<file path="src/rtl/ifs_pkg.sv">
package ifs_pkg;
  typedef enum logic [1:0] {
    ST_OPC,
    ST_OP2,
    ST_OP3,
    ST_WR
  } seq_st_t;

  typedef enum logic [1:0] {
    K_NOP,
    K_STA,
    K_JMP
  } op_kind_t;
endpackage

</file>
<file path="src/rtl/ifs_decode.sv">
module ifs_decode
  import ifs_pkg::*;
#(
  parameter int DW = 8,
  parameter logic [DW-1:0] OPC_STA = 8'h32,
  parameter logic [DW-1:0] OPC_JMP = 8'hC3
) (
  input  logic [DW-1:0] opc,
  output op_kind_t      kind,
  output logic          multi
);
  always_comb begin
    if (opc == OPC_STA)      kind = K_STA;
    else if (opc == OPC_JMP) kind = K_JMP;
    else                     kind = K_NOP;
    multi = (kind != K_NOP);
  end
endmodule

</file>
<file path="src/rtl/ifs_pc.sv">
module ifs_pc #(
  parameter int AW = 16
) (
  input  logic          clk,
  input  logic          rst,
  input  logic          en_inc,
  input  logic          en_load,
  input  logic [AW-1:0] load_val,
  output logic [AW-1:0] pc
);
  always_ff @(posedge clk) begin
    if (rst)          pc <= '0;
    else if (en_load) pc <= load_val;
    else if (en_inc)  pc <= pc + AW'(1);
  end
endmodule

</file>
<file path="src/rtl/ifetch_seq.sv">
module ifetch_seq
  import ifs_pkg::*;
#(
  parameter int DW = 8,
  parameter logic [DW-1:0] OPC_STA  = 8'h32,
  parameter logic [DW-1:0] OPC_JMP  = 8'hC3,
  parameter logic [2:0]    STS_FETCH = 3'b110,
  parameter logic [2:0]    STS_READ  = 3'b010,
  parameter logic [2:0]    STS_WRITE = 3'b001,
  localparam int AW = 2 * DW
) (
  input  logic          clk,
  input  logic          rst,
  input  logic          ready,
  input  logic [DW-1:0] acc,
  input  logic [DW-1:0] mem_rdata,
  output logic [AW-1:0] mem_addr,
  output logic [DW-1:0] mem_wdata,
  output logic          rd_n,
  output logic          wr_n,
  output logic [2:0]    bus_status
);
  seq_st_t       st, st_n;
  logic [DW-1:0] ir, w_q, x_q, acc_q;
  logic [DW-1:0] dec_in;
  op_kind_t      kind;
  logic          multi;
  logic          pc_inc, pc_load;
  logic [AW-1:0] pc;

  // Opcode comes straight off the bus in the fetch cycle, from IR later.
  assign dec_in = (st == ST_OPC) ? mem_rdata : ir;

  ifs_decode #(.DW(DW), .OPC_STA(OPC_STA), .OPC_JMP(OPC_JMP)) u_dec (
    .opc   (dec_in),
    .kind  (kind),
    .multi (multi)
  );

  ifs_pc #(.AW(AW)) u_pc (
    .clk      (clk),
    .rst      (rst),
    .en_inc   (pc_inc),
    .en_load  (pc_load),
    .load_val ({mem_rdata, w_q}),
    .pc       (pc)
  );

  always_comb begin
    st_n    = st;
    pc_inc  = 1'b0;
    pc_load = 1'b0;
    if (ready) begin
      unique case (st)
        ST_OPC: begin
          pc_inc = 1'b1;
          st_n   = multi ? ST_OP2 : ST_OPC;
        end
        ST_OP2: begin
          pc_inc = 1'b1;
          st_n   = ST_OP3;
        end
        ST_OP3: begin
          if (kind == K_JMP) begin
            pc_load = 1'b1;
            st_n    = ST_OPC;
          end else begin
            pc_inc = 1'b1;
            st_n   = ST_WR;
          end
        end
        ST_WR: st_n = ST_OPC;
        default: st_n = ST_OPC;
      endcase
    end
  end

  always_ff @(posedge clk) begin
    if (rst) begin
      st    <= ST_OPC;
      ir    <= '0;
      w_q   <= '0;
      x_q   <= '0;
      acc_q <= '0;
    end else begin
      st <= st_n;
      if (ready) begin
        if (st == ST_OPC) ir <= mem_rdata;
        if (st == ST_OP2) w_q <= mem_rdata;
        if (st == ST_OP3) begin
          x_q   <= mem_rdata;
          acc_q <= acc;
        end
      end
    end
  end

  // Bus outputs depend only on registers, never on ready or read data.
  always_comb begin
    mem_addr   = pc;
    mem_wdata  = acc_q;
    rd_n       = 1'b0;
    wr_n       = 1'b1;
    bus_status = STS_READ;
    unique case (st)
      ST_OPC: bus_status = STS_FETCH;
      ST_WR: begin
        mem_addr   = {x_q, w_q};
        rd_n       = 1'b1;
        wr_n       = 1'b0;
        bus_status = STS_WRITE;
      end
      default: bus_status = STS_READ;
    endcase
  end
endmodule

</file>
<file path="config.mk">
export PLATFORM = sky130hd
export DESIGN_NAME = ifetch_seq
export DESIGN_NICKNAME = d
export VERILOG_FILES = /design/src/rtl/ifs_pkg.sv /design/src/rtl/ifs_decode.sv /design/src/rtl/ifs_pc.sv /design/src/rtl/ifetch_seq.sv
export SDC_FILE = /design/constraint.sdc
export NUM_CORES = 1
export LEC_CHECK = 0
export CAP_MARGIN = 20
export CORE_MARGIN = 4
export CORE_UTILIZATION = 47
export CTS_CLUSTER_SIZE = 25
export DETAILED_ROUTE_END_ITERATION = 10
export GPL_ROUTABILITY_DRIVEN = 1
export GPL_TIMING_DRIVEN = 1
export PLACE_DENSITY_LB_ADDON = 0.15
export SLEW_MARGIN = 5
export SYNTH_ARGS = -nofsm -noshare
export SYNTH_HDL_FRONTEND = slang
export SYNTH_SLANG_ARGS = --single-unit
export TNS_END_PERCENT = 30
</file>
<file path="constraint.sdc">
create_clock -name clk -period 2 [get_ports clk]
set_input_delay 0.5 -clock clk [delete_from_list [all_inputs] [get_ports clk]]
set_output_delay 0.5 -clock clk [all_outputs]
set_load 0.005 [all_outputs]
</file>
==> results of run 1 <==
[critical path, delay by kind of cell (launching register included)]
kind,cells,cell delay (ps)
AND/OR/NAND/NOR,2,650
buffers and inverters,3,450
flip-flops,1,340
multiplexers,1,330
AO/OA/AOI/OAI,2,280
[per-layer routing]
metal	global-route usage [%]	vias to the layer above	share of wire, %
met4	6.93	0	1.6
li1	-	1291	-
met3	5.21	10	7.9
met2	37.5	103	48
met1	30.5	1239	42
met5	0	-	0
[worst max path at each step]
stage                 start  slack (ps)           to
2_1_floorplan  mem_rdata[5]         -50   u_pc.pc[2]
3_3_place_gp   mem_rdata[5]        -590  u_pc.pc[15]
3_5_place_dp   mem_rdata[5]        -650  u_pc.pc[15]
4_1_cts               st[0]        -150  u_pc.pc[15]
5_1_grt               st[0]        -200  u_pc.pc[15]
6_report              st[0]        -140  u_pc.pc[15]
[cell usage after synthesis, types with 3 or more instances]
| cell | count | area (sq um) |
|---|---|---|
| a21oi_1 | 33 | 165 |
| a31oi_1 | 6 | 37.5 |
| a32o_1 | 4 | 40.0 |
| and2_1 | 5 | 31.3 |
| and3_1 | 4 | 25.0 |
| buf_4 | 4 | 30.0 |
| clkbuf_1 | 12 | 45.0 |
| dfxtp_1 | 50 | 1000 |
| inv_1 | 9 | 33.8 |
| mux2_2 | 10 | 113 |
| mux2i_1 | 16 | 160 |
| nand2_1 | 57 | 214 |
| nand2b_1 | 3 | 18.8 |
| nand3_1 | 11 | 55.1 |
| nand4_1 | 3 | 18.8 |
| nor2_1 | 24 | 90.1 |
| nor3_1 | 9 | 45.0 |
| nor4_1 | 4 | 25.0 |
| o21ai_0 | 14 | 70.1 |
| o21ai_1 | 6 | 30.0 |
| o32ai_1 | 6 | 52.6 |
[sequential cells by signal, indices dropped and copies added (netlist names)]
| signal | count |
|---|---|
| u_pc.pc | 16 |
| st | 2 |
| ir | 8 |
| w_q | 8 |
| x_q | 8 |
| mem_wdata | 8 |
[cell usage in the layout (no fill, tap or decap), types with 5 or more instances in the layout]
cell type        instances
a21oi_1                 32
a31oi_1                  5
and2_1                   5
buf_4                   37
buf_6                   16
clkbuf_2                 5
clkbuf_8                 6
clkdlybuf4s50_1         23
dfxtp_1                 48
dlygate4sd2_1            7
inv_1                    8
mux2_2                   5
mux2_4                   5
mux2i_1                 15
nand2_1                 56
nand3_1                 10
nor2_1                  23
nor3_1                   6
o21ai_0                 12
o21ai_1                  8
o32ai_1                  5
[what timing repair did]
item / in CTS / in global routing
setup endpoints to repair: 37 / 33
setup buffers: 9 / 5
endpoints found under the hold margin: 0 / 0
gates resized for setup: 70 / 42
pin swaps: 4 / 10
gates cloned: 0 / 1
[layout make-up]
class	count	area [sq um]
sequential	50	1010
inverter	9	33.8
timing repair buffer	101	955
clock inverter	2	12.5
fill	419	1500
multi-input combinational	234	1500
tap	70	87.6
clock buffer	6	82.6
[cell families after synthesis]
logic type | Yosys count
and+or+nand+nor | 129
AOI/OAI and AO/OA | 78
DFF | 50
buffers and inverters | 29
muxes | 26
adders and majority gates | 1
[power breakdown]
group          leakage [nW]  internal [mW]  switching (mW)
Sequential            0.406           1.01          0.0118
Clock                0.0472          0.278           0.329
Combinational          1.06         0.0943          0.0939
Total                  1.51           1.38           0.435
==> run_results.csv, run 1 <==
group,metric,value,unit
critical_path,critPathSlowestCell,"or4_1",
route,remaining_drc_errors,0,
critical_path,path_class,"reg -> reg",
layout,num_antenna_cells,0,
place,dpl_cell_area,3360,sq um
power,leakage,1.51,nW
global_route,grt_pass1_wl,11600,um
yosys,synthXorXnorAreaFrac,0,%
power,p_per_area,494,nW/um^2
layout,postLayoutCellArea,3670,sq um
clock_network,clk_latency,300,ps
yosys,synth_area,2530,sq um
critical_path,reg2reg_setup_slack,-140,ps
yosys,yosysSeqAreaShare,39.6,%
route,viasPerCell,5.60,
sta,hold_viol_final,0,
clock_network,cts_buffers,5,
floorplan,start_util,48.8,%
sta,rsz0062_at_grt,"yes",
yosys,synth_top_family_by_area,"simple AND/OR/NAND/NOR gates",
clock_network,cts_tree,"built",
sta,fmax,468,MHz
sta,holdWs,456,ps
clock_network,postCtsHoldBufs,0,
critical_path,regToRegStartpoint,"st[0]",
floorplan,core_area,5170,sq um
floorplan,io_pins,48,
floorplan,dieHeight,81.3,um
sta,fin_tns_setup,-1300,ps
floorplan,die_x,81.3,um
layout,final_util,71.0,%
place,hpwlAfterDp,5240,um
power,finalPower,1.82,mW
sta,period_minus_slack,2140,ps
clock_network,cts_sinks,50,
yosys,synthAdderAreaFrac,0.495,%
status,status,"complete, but fails checks",
status,violations,"setup timing",
route,antenna_left,0,
critical_path,crit_required,2220,ps
route,num_vias,2643,
sta,setup_viol,23,
critical_path,crit_arrival,2360,ps
clock_network,clockBufferDepth,2,
global_route,grt_pass1_vias,2369,
sta,slew_viol_final,0,
layout,layout.nets,421,
yosys,synth_compound_area_share,19.3,%
route,wirelength,7690,um
yosys,synth_mux_area_share,10.8,%
clock_network,clk_pin_slew,90,ps
global_route,grtUsageTotal,23.1,%
sta,worst_slack,-138,ps
yosys,ys_warn_count,0,
layout,final_layout_size_suffix_gt1_share,25.9,%
yosys,avgSynthCellArea,8.07,sq um
clock_network,htreeDepth,2,
worst_hold_path,min_to,"mem_wdata[3]",
place,dp.cells,452,
yosys,syn_nets,333,
worst_hold_path,worstHoldPathCells,2,
sta,worstMarginPinSlew,345,ps
place,portBuffers,47,
route,firstDrtPassIters,5,
global_route,grt_max_degree,27,
global_route,grt_overflow,0,
global_route,grt_antenna_before_repair,0,
sta,clock_skew,8.32,ps
worst_hold_path,hp-start,"mem_wdata[3]",
yosys,async_reset_ff_share,0,%
place,gp_congestion,0.918,
critical_path,rr_worst_depth,8,
yosys,synth_seq_cells,50,
worst_hold_path,hold_class,"reg -> reg",
layout,syn_to_final_growth,45.5,%
yosys,netlist_instances,313,
yosys,synth-main-ff-cell,"dfxtp_1",
sta,slew_headroom,77.0,%
critical_path,crit_path_end_kind,"flop",
sta,finalCritPeriodShare,107,%
floorplan,rows,26,
clock_network,cts_root_buffer,"clkbuf_8",
yosys,synth-simple-area-share,24.3,%
place,post-place-ws,-648,ps
route,drt_iter0_drc,257,
critical_path,slowest_delay,520,ps
critical_path,critical_path.cell_chain,"buf_8, nor2_8, mux2i_2, a2111oi_4, buf_6, clkbuf_16, or4_1, a31oi_1",
route,post_drt_wl_per_cell,16.3,um
critical_path,r2r-end,"u_pc.pc[15]",
flow_run,drv_cap,0,
critical_path,path_max_fanout,8,
critical_path,worstSetupStartpointType,"flop",
power,ir_worst_vdd,0.000437,V
yosys,synth_edf_count,0,
layout,fin_cells,472,
yosys,ys_types,40,
floorplan,dieArea,6610,sq um
(Power assumes the default switching activity.)
==> run 2, diff against run 1 <==
Settings changed: CAP_MARGIN 20 to not set.
==> results of run 2 <==
Same layout as run 1: the final DEF is identical, and so are final timing and power.
==> run 3, diff against run 2 <==
Settings changed: CTS_CLUSTER_SIZE 25 to not set.
==> results of run 3 <==
Same layout as run 1: the final DEF is identical, and so are final timing and power.
